[src/rtl/intv_pkg.sv]
package intv_pkg;
  typedef enum logic [1:0] {
    SRC_RST = 2'd0,
    SRC_NMI = 2'd1,
    SRC_IRQ = 2'd2,
    SRC_BRK = 2'd3
  } src_e;

  localparam int STAT_W    = 8;
  localparam int BREAK_POS = 4;
endpackage

[src/rtl/intv_irq_sample.sv]
module intv_irq_sample (
  input  logic clk,
  input  logic rst_n,
  input  logic bus_stb,
  input  logic irq_n,
  input  logic iflag,
  output logic irq_pend
);
  logic hist_q;
  logic pend_q;

  always_ff @(posedge clk) begin
    if (!rst_n) begin
      hist_q <= 1'b0;
      pend_q <= 1'b0;
    end else if (bus_stb) begin
      pend_q <= hist_q;
      hist_q <= ~irq_n & ~iflag;
    end
  end

  assign irq_pend = pend_q;
endmodule

[src/rtl/intv_nmi_latch.sv]
module intv_nmi_latch (
  input  logic clk,
  input  logic rst_n,
  input  logic nmi_n,
  input  logic consume,
  output logic nmi_pend
);
  logic prev_q;
  logic pend_q;
  logic fall;

  assign fall = prev_q & ~nmi_n;

  always_ff @(posedge clk) begin
    if (!rst_n) begin
      prev_q <= 1'b1;
      pend_q <= 1'b0;
    end else begin
      prev_q <= nmi_n;
      if (fall)         pend_q <= 1'b1;
      else if (consume) pend_q <= 1'b0;
    end
  end

  assign nmi_pend = pend_q;
endmodule

[src/rtl/intv_vec_pick.sv]
module intv_vec_pick
  import intv_pkg::*;
#(
  parameter int          AW      = 16,
  parameter logic [15:0] VEC_NMI = 16'hFFFA,
  parameter logic [15:0] VEC_RST = 16'hFFFC,
  parameter logic [15:0] VEC_IRQ = 16'hFFFE
) (
  input  logic [1:0]        src,
  input  logic              rst_pend,
  input  logic              nmi_pend,
  input  logic              irq_pend,
  input  logic [STAT_W-1:0] status_in,
  output logic [AW-1:0]     base,
  output logic [STAT_W-1:0] status_out,
  output logic              eat_nmi,
  output logic              eat_rst,
  output logic              svc_req,
  output logic [1:0]        svc_src
);
  src_e s;
  assign s = src_e'(src);

  always_comb begin
    base    = AW'(VEC_IRQ);
    eat_nmi = 1'b0;
    eat_rst = 1'b0;
    unique case (s)
      SRC_RST: begin base = AW'(VEC_RST); eat_rst = 1'b1; end
      SRC_NMI: begin base = AW'(VEC_NMI); eat_nmi = 1'b1; end
      SRC_IRQ: base = AW'(VEC_IRQ);
      SRC_BRK: begin
        if (nmi_pend) begin
          base    = AW'(VEC_NMI);
          eat_nmi = 1'b1;
        end else begin
          base = AW'(VEC_IRQ);
        end
      end
      default: base = AW'(VEC_IRQ);
    endcase
  end

  always_comb begin
    status_out            = status_in;
    status_out[BREAK_POS] = (s == SRC_BRK);
  end

  always_comb begin
    svc_req = rst_pend | nmi_pend | irq_pend;
    if (rst_pend)      svc_src = SRC_RST;
    else if (nmi_pend) svc_src = SRC_NMI;
    else               svc_src = SRC_IRQ;
  end
endmodule

[src/rtl/intv_vec_stream.sv]
module intv_vec_stream
  import intv_pkg::*;
#(
  parameter int AW = 16
) (
  input  logic              clk,
  input  logic              rst_n,
  input  logic              load_req,
  input  logic [AW-1:0]     base_in,
  input  logic [STAT_W-1:0] stat_in,
  output logic              can_load,
  output logic              vec_valid,
  input  logic              vec_ready,
  output logic [AW-1:0]     vec_addr,
  output logic              vec_last,
  output logic [STAT_W-1:0] vec_status,
  output logic              set_iflag
);
  logic              vld_q, beat_q, seti_q;
  logic [AW-1:0]     base_q;
  logic [STAT_W-1:0] stat_q;
  logic              take, load;

  assign take     = vld_q & vec_ready;
  assign can_load = ~vld_q | (take & beat_q);
  assign load     = load_req & can_load;

  always_ff @(posedge clk) begin
    if (!rst_n) begin
      vld_q  <= 1'b0;
      beat_q <= 1'b0;
      seti_q <= 1'b0;
      base_q <= '0;
      stat_q <= '0;
    end else begin
      seti_q <= load;
      if (load) begin
        vld_q  <= 1'b1;
        beat_q <= 1'b0;
        base_q <= base_in;
        stat_q <= stat_in;
      end else if (take) begin
        if (beat_q) vld_q  <= 1'b0;
        else        beat_q <= 1'b1;
      end
    end
  end

  assign vec_valid  = vld_q;
  assign vec_addr   = base_q + AW'(beat_q);
  assign vec_last   = beat_q;
  assign vec_status = stat_q;
  assign set_iflag  = seti_q;
endmodule

[src/rtl/intv_front.sv]
module intv_front
  import intv_pkg::*;
#(
  parameter int          AW      = 16,
  parameter logic [15:0] VEC_NMI = 16'hFFFA,
  parameter logic [15:0] VEC_RST = 16'hFFFC,
  parameter logic [15:0] VEC_IRQ = 16'hFFFE
) (
  input  logic              clk,
  input  logic              rst_n,
  input  logic              bus_stb,
  input  logic              irq_n,
  input  logic              nmi_n,
  input  logic              iflag,
  input  logic [STAT_W-1:0] status_in,
  input  logic              pick_valid,
  input  logic [1:0]        pick_src,
  output logic              pick_ready,
  output logic              svc_req,
  output logic [1:0]        svc_src,
  output logic              irq_pend,
  output logic              nmi_pend,
  output logic              vec_valid,
  input  logic              vec_ready,
  output logic [AW-1:0]     vec_addr,
  output logic              vec_last,
  output logic [STAT_W-1:0] vec_status,
  output logic              set_iflag
);
  logic              rst_pend_q;
  logic              can_load, pick_acc;
  logic              eat_nmi, eat_rst;
  logic [AW-1:0]     base;
  logic [STAT_W-1:0] stat_sel;

  assign pick_acc   = pick_valid & can_load;
  assign pick_ready = can_load;

  always_ff @(posedge clk) begin
    if (!rst_n)                  rst_pend_q <= 1'b1;
    else if (pick_acc & eat_rst) rst_pend_q <= 1'b0;
  end

  intv_irq_sample u_irq (
    .clk      (clk),
    .rst_n    (rst_n),
    .bus_stb  (bus_stb),
    .irq_n    (irq_n),
    .iflag    (iflag),
    .irq_pend (irq_pend)
  );

  intv_nmi_latch u_nmi (
    .clk      (clk),
    .rst_n    (rst_n),
    .nmi_n    (nmi_n),
    .consume  (pick_acc & eat_nmi),
    .nmi_pend (nmi_pend)
  );

  intv_vec_pick #(
    .AW(AW), .VEC_NMI(VEC_NMI), .VEC_RST(VEC_RST), .VEC_IRQ(VEC_IRQ)
  ) u_pick (
    .src        (pick_src),
    .rst_pend   (rst_pend_q),
    .nmi_pend   (nmi_pend),
    .irq_pend   (irq_pend),
    .status_in  (status_in),
    .base       (base),
    .status_out (stat_sel),
    .eat_nmi    (eat_nmi),
    .eat_rst    (eat_rst),
    .svc_req    (svc_req),
    .svc_src    (svc_src)
  );

  intv_vec_stream #(.AW(AW)) u_str (
    .clk        (clk),
    .rst_n      (rst_n),
    .load_req   (pick_valid),
    .base_in    (base),
    .stat_in    (stat_sel),
    .can_load   (can_load),
    .vec_valid  (vec_valid),
    .vec_ready  (vec_ready),
    .vec_addr   (vec_addr),
    .vec_last   (vec_last),
    .vec_status (vec_status),
    .set_iflag  (set_iflag)
  );
endmodule

[config.mk]
export PLATFORM = sky130hd
export DESIGN_NAME = intv_front
export DESIGN_NICKNAME = d
export VERILOG_FILES = /design/src/rtl/intv_pkg.sv /design/src/rtl/intv_irq_sample.sv /design/src/rtl/intv_nmi_latch.sv /design/src/rtl/intv_vec_pick.sv /design/src/rtl/intv_vec_stream.sv /design/src/rtl/intv_front.sv
export SDC_FILE = /design/constraint.sdc
export NUM_CORES = 1
export LEC_CHECK = 0
export BUFFER_PORTS_ARGS = -buffer_cell sky130_fd_sc_hd__buf_2
export CAP_MARGIN = 5
export CORE_ASPECT_RATIO = 1.25
export CORE_MARGIN = 1.5
export CORE_UTILIZATION = 30
export CTS_BUF_LIST = sky130_fd_sc_hd__clkbuf_16
export CTS_CLUSTER_DIAMETER = 80
export DETAILED_ROUTE_END_ITERATION = 7
export GPL_TIMING_DRIVEN = 0
export SETUP_SLACK_MARGIN = 0.1
export SLEW_MARGIN = 20
export SYNTH_ARGS = -nofsm -noshare
export SYNTH_HDL_FRONTEND = slang
export SYNTH_SLANG_ARGS = --single-unit
export TNS_END_PERCENT = 5
[constraint.sdc]
create_clock -name clk -period 2.3 [get_ports clk]
set_clock_uncertainty 0.1 [all_clocks]
set_input_delay 0.23 -clock clk [delete_from_list [all_inputs] [get_ports clk]]
set_output_delay 0.23 -clock clk [all_outputs]
set_load 0.01 [all_outputs]
After elaboration in Yosys (flattened, before gate mapping)
Cells that the tools add are included.

Register bits after elaboration: 32. Input bits: 18. Output and inout bits: 33. Word-level logic and storage cells: 47.

Add/sub/neg operators: 1. Equal/unequal tests: 3. Muxes and demuxes: 12. Bitwise logic cells: 15. Reduce and logical (&&, ||, !) cells: 6.

Operators with widths (number): 16-bit one-hot mux with 4 select lines (1); 16-bit by 1-bit adder with 16-bit output (1); 1-bit AND (7); 1-bit two-way mux (7); 2-bit nonzero test (3); 1-bit inverter (5); 2-bit equality test, second input constant (2); 2-bit two-way mux (2); 3-bit two-way mux (1); 1-bit OR (3); 2-bit by 1-bit equality test with 1-bit output, second input constant (1); 2-bit zero test (1); 1-bit one-hot mux with 2 select lines (1); 2-bit AND reduction (1); 2-bit OR reduction (1).

Logic depth before layout (Yosys ltp)
Depth after elaboration: 7. Gate-level depth with buffers: 4. Gate-level depth less buffers: 4.

Modules after synthesis
A second synthesis with hierarchy kept.

Cell total of the unflattened synthesis: 155. Area total of the unflattened synthesis: 1581.5 um^2.

Modules (own cells, without submodules): intv_vec_stream (instances 1, cells an instance 104, area an instance 1171.1 um^2, seq. area each 540.5 um^2); intv_vec_pick (instances 1, cells an instance 33, area an instance 212.7 um^2, seq. area each 0.0 um^2); intv_irq_sample (instances 1, cells an instance 7, area an instance 82.6 um^2, seq. area each 40.0 um^2); intv_nmi_latch (instances 1, cells an instance 6, area an instance 70.1 um^2, seq. area each 40.0 um^2); intv_front (instances 1, cells an instance 5, area an instance 45.0 um^2, seq. area each 20.0 um^2).

Worst setup path before layout
No wires, ideal clock.

Kind: reg-to-reg. Start: register u_str.vld_q (netlist: u_str.vec_valid). End: register u_str.base_q[2]. Library setup time: 116 ps. Arrival time: 1003 ps. Data required time: 2084 ps. Slack: 1081 ps. Stages on the path, launching flop included: 5. Buffers on the path: 1. Period minus slack after synthesis: 1219 ps. Path through: dfxtp_1 > a21boi_2 > nor2_2 > buf_6 > o211a_1.

Cells in the longest elaborated chain, start to end: 4. Elaborated cells on any way between the ends: 5. Those cells by class: 5 x bitwise.

RTL lines: start: declaration (line intv_vec_stream.sv:19) `logic vld_q, beat_q, seti_q;`; start signal: assignment (line intv_vec_stream.sv:30) `vld_q <= 1'b0;`; start signal: assignment (line intv_vec_stream.sv:38) `vld_q <= 1'b1;`; start signal: assignment (line intv_vec_stream.sv:43) `if (beat_q) vld_q <= 1'b0;`; 1-bit AND (line intv_vec_stream.sv:24) `assign take = vld_q & vec_ready;`; 1-bit AND (line intv_vec_stream.sv:25) `assign can_load = ~vld_q | (take & beat_q);`; 1-bit OR * (line intv_vec_stream.sv:25); 1-bit AND * (line intv_vec_stream.sv:26) `assign load = load_req & can_load;`; end signal: assignment (line intv_vec_stream.sv:40) `base_q <= base_in;`; end: declaration (line intv_vec_stream.sv:20) `logic [AW-1:0] base_q;`.

Mark *: on every way between the ends. The rest lies on a longest branch, timed or not. A chain may end at the register's enable or synchronous reset.

Worst setup path in the final report
Start: register u_str.beat_q (netlist: u_str.vec_last). End: output port pick_ready.

Cells in the longest elaborated chain, start to end: 2.

RTL lines: start: declaration (line intv_vec_stream.sv:19); start signal: assignment (line intv_vec_stream.sv:31) `beat_q <= 1'b0;`; start signal: assignment (line intv_vec_stream.sv:39) `beat_q <= 1'b0;`; start signal: assignment (line intv_vec_stream.sv:44) `else beat_q <= 1'b1;`; 1-bit AND (line intv_vec_stream.sv:25); 1-bit OR (line intv_vec_stream.sv:25); end: declaration (line intv_front.sv:18) `output logic pick_ready,`.

Every way passes these cells.

==> reports/summary.md <==
The flow ran to the end, and the final reports show no timing, DRC or antenna violations. Counting instances, the worst hold path has a depth of 2. The layout-stage area growth over the synthesis result is 42.63%.

The library cell used most frequently in the layout, excluding fill and tap cells, is sky130_fd_sc_hd__buf_2. For the max-slew violation total from the final report, the log shows 0. The number of gates resized after CTS came out at 0. The tools report the number of cells produced by synthesis as 90. TritonCTS built the clock tree.

After detailed routing, the number of remaining DRC violations is 0. At the pin with the least slew margin, the transition time is 388.9 ps. The tools report the worst max-slew margin expressed relative to the limit as 0.7404. The tightest min-delay check is of the primary input to register type. In this run the cell area of the synthesized design comes to 848.3 µm². The combinational family with the most area after synthesis was simple AND/OR/NAND/NOR gates. For this run, the post-layout net count is 161. The critical setup path kind is register to output pin. The initialized floorplan defines 21 standard-cell rows. The run gives 0.1195 as the total global routing track utilization. Across all layers, the routed design uses 740 vias.

The tools report the number of nets produced by synthesis as 108. The basic-gate share of the synthesized area counting and, or, nand and nor cells was 0.1681; the final cell count without fillers was 176. Setup repair after global routing left no endpoint under its margin. Setup violations remaining at the end of the flow were counted as 0.

The tools report the count of antenna-violating nets left after detailed routing as 0. Measured along the x axis, the die boundary spans 50.56 µm. The run gives 0.4484 as the sequential-to-total area share from yosys stat.

The adder-cell share of the synthesized area is 0. The mean routed wirelength per cell came out at 10.07 µm. Summed over all nets, the half-perimeter wirelength after detailed placement is 1.381 mm. Adding up every negative setup slack in the final design gives 0 ps. The top cell types in the final layout, fill and taps aside, are sky130_fd_sc_hd__buf_2 (51), sky130_fd_sc_hd__dfxtp_1 (19), sky130_fd_sc_hd__nand2_1 (17). In this run the count of I/O pins placed on the die edge is 51.

The routed design has 1.773 mm of wire. The tools report the antenna diode count as 0. The tools report the count of placed standard cells including taps as 172. The mean area per synthesized cell is 9.426 µm², and the maximum number of pins on one net before global-route repair is 15. The post-synthesis compound-gate area fraction came out at 0.09587. In this run, synthesis produced a sequential element count of 19. Count of maximum capacitance violations: 0. At the later pin of the worst-skew pair, clock insertion delay measures 240 ps. The share of cell area taken by muxes after synthesis is 0.1180. In this run, distinct cell masters in the synthesized netlist total 24.

During synthesis, Yosys emitted a total of 0 warnings. The die covers 3158 µm². Counting flops with a built-in enable in the synthesized netlist gives 0. The share of layout cells above drive strength 1 was 0.5000; the number of CTS-inserted buffers was 3. Counting cells, the worst reg-to-reg path comes to 4. The number of antenna violations at the first check in global routing came out at 0.

The post-layout total power was 0.0008650 W; the final worst slack was 836.6 ps. In this run, post-CTS hold repair placed 0 buffers. Number of global-route vias before repair: 706.

The logs give 0.3165 for the starting density of the core and 12 for the violation count after the first detailed-routing iteration. The fraction of registers with async set or reset after synthesis was 0; the global-route wire length before repair was 3.015 mm. Dividing total power by cell area gives a power density of 714.9 nW/µm². The clock passes through at most 2 buffers. Based on the critical path, the design can be clocked at up to 683.3 MHz. The number of H-tree branching levels is 1, and the biggest fanout along the worst timing path is 5. STA classifies the critical path endpoint as an output pin. In this run the clock root is driven by a sky130_fd_sc_hd__clkbuf_16. After clock tree synthesis, the clock-pin slew on the worst setup and hold paths is 50 ps. The post-place setup slack was 1065 ps; the number of port buffers was 48.

Hold is met by 74.66 ps. Portion of the clock cycle consumed by the worst path in the final layout: 0.6363. After floorplanning, the core was sized to cover 2680 µm².

The xor/xnor share of the synthesized area was 0.01032; the number of post-CTS setup repair buffers was 0. The worst-case vdd ir drop is 0.0004461 V, and the time the final worst path needs with I/O delays and setup is 1463 ps. The die is 62.46 µm tall. The number of hold-slack violations in the final timing report is 0, and the final global-route overflow total is 0.

The congestion estimate from routability-driven global placement came to 0.7579. After detailed routing, the number of vias per cell comes to 4.205. The signal arrival time at the worst endpoint was 1130 ps.

The first-pass iteration count of the detailed router is 2, and the leakage power figure is 0.6538 nW. STA classifies the critical path startpoint as a register. STA puts the critical path data required time at 1970 ps.

The number of sinks handled by clock tree synthesis was 19. In the synthesized netlist the dominant register cell turns out to be sky130_fd_sc_hd__dfxtp_1.
[per-stage QoR]
stage | utilization | cell area (µm²)
after global placement | 0.4220 | 1131
after floorplan | - | 848.3
after CTS | 0.4514 | 1210
after detailed placement | 0.4220 | 1131
after global routing | 0.4514 | 1210
final | 0.4514 | 1210
[worst max-delay path, stage by stage (launching register included)]
cell                       delay, ps
sky130_fd_sc_hd__dfxtp_1         350
sky130_fd_sc_hd__a21boi_2        250
sky130_fd_sc_hd__inv_1           130
sky130_fd_sc_hd__buf_2           160
[cells in the mapped netlist (2+ instances only)]
cell type                  number  area [µm²]
sky130_fd_sc_hd__dfxtp_1       19       380.4
sky130_fd_sc_hd__o21ai_0        2       10.01
sky130_fd_sc_hd__nor2_1         2       7.510
sky130_fd_sc_hd__buf_2          3       15.01
sky130_fd_sc_hd__inv_1          3       11.26
sky130_fd_sc_hd__nand2_1       17       63.81
sky130_fd_sc_hd__buf_4         13       97.59
sky130_fd_sc_hd__a21boi_0       2       15.01
sky130_fd_sc_hd__mux2i_1       10       100.1
sky130_fd_sc_hd__nand2b_1       2       12.51
sky130_fd_sc_hd__nor2b_1        4       25.02
[routing by layer]
layer | track usage | vias to the layer above | wire length [µm]
li1 | - | 386 | -
met1 | 0.1381 | 334 | 737
met2 | 0.2171 | 20 | 940
met3 | 0.02632 | 0 | 95
met4 | 0.03041 | 0 | 0
met5 | 0 | - | 0
[sequential cells by signal (all words and copies together) (netlist names)]
name and cells:
u_str.set_iflag 1, rst_pend_q 1, u_str.vec_valid 1, u_str.base_q 3
u_nmi.nmi_pend 1, u_irq.irq_pend 1, u_nmi.prev_q 1, u_str.vec_last 1
u_str.vec_status 8, u_irq.hist_q 1
[path summary, 6_finish.rpt]
| path | start | to | slack (ps) |
|---|---|---|---|
| max reg2reg | u_str.vec_last | u_str.base_q[2] | 1050 |
| min reg2reg | u_str.vec_status[5] | u_str.vec_status[5] | 360 |
| max | u_str.vec_last | pick_ready | 840 |
| min | nmi_n | u_nmi.prev_q | 70 |
[power breakdown]
part	switching [W]	total (W)	internal, W	leakage (nW)
Sequential	0.0000162	0.000367	0.000351	0.157
Combinational	0.0000710	0.000153	0.0000821	0.455
Clock	0.000114	0.000345	0.000231	0.0423
[final cells by class]
type | instances | area (µm²)
buffer | 17 | 123.9
fill | 279 | 1470
inverter | 3 | 11.26
timing repair buffer | 48 | 240.2
sequential | 19 | 380.4
clock buffer | 3 | 75.07
clock inverter | 1 | 3.754
multi-input combinational | 51 | 332.8
tap | 34 | 42.54
[logic make-up (layout without fill, tap and decap cells)]
family	after synthesis	after routing
AND/OR/NAND/NOR	30	30
buffers and inverters	20	72
AO/OA/AOI/OAI	10	10
multiplexers	10	10
flip-flops	19	19
XOR/XNOR	1	1
(Power assumes the default switching activity.)
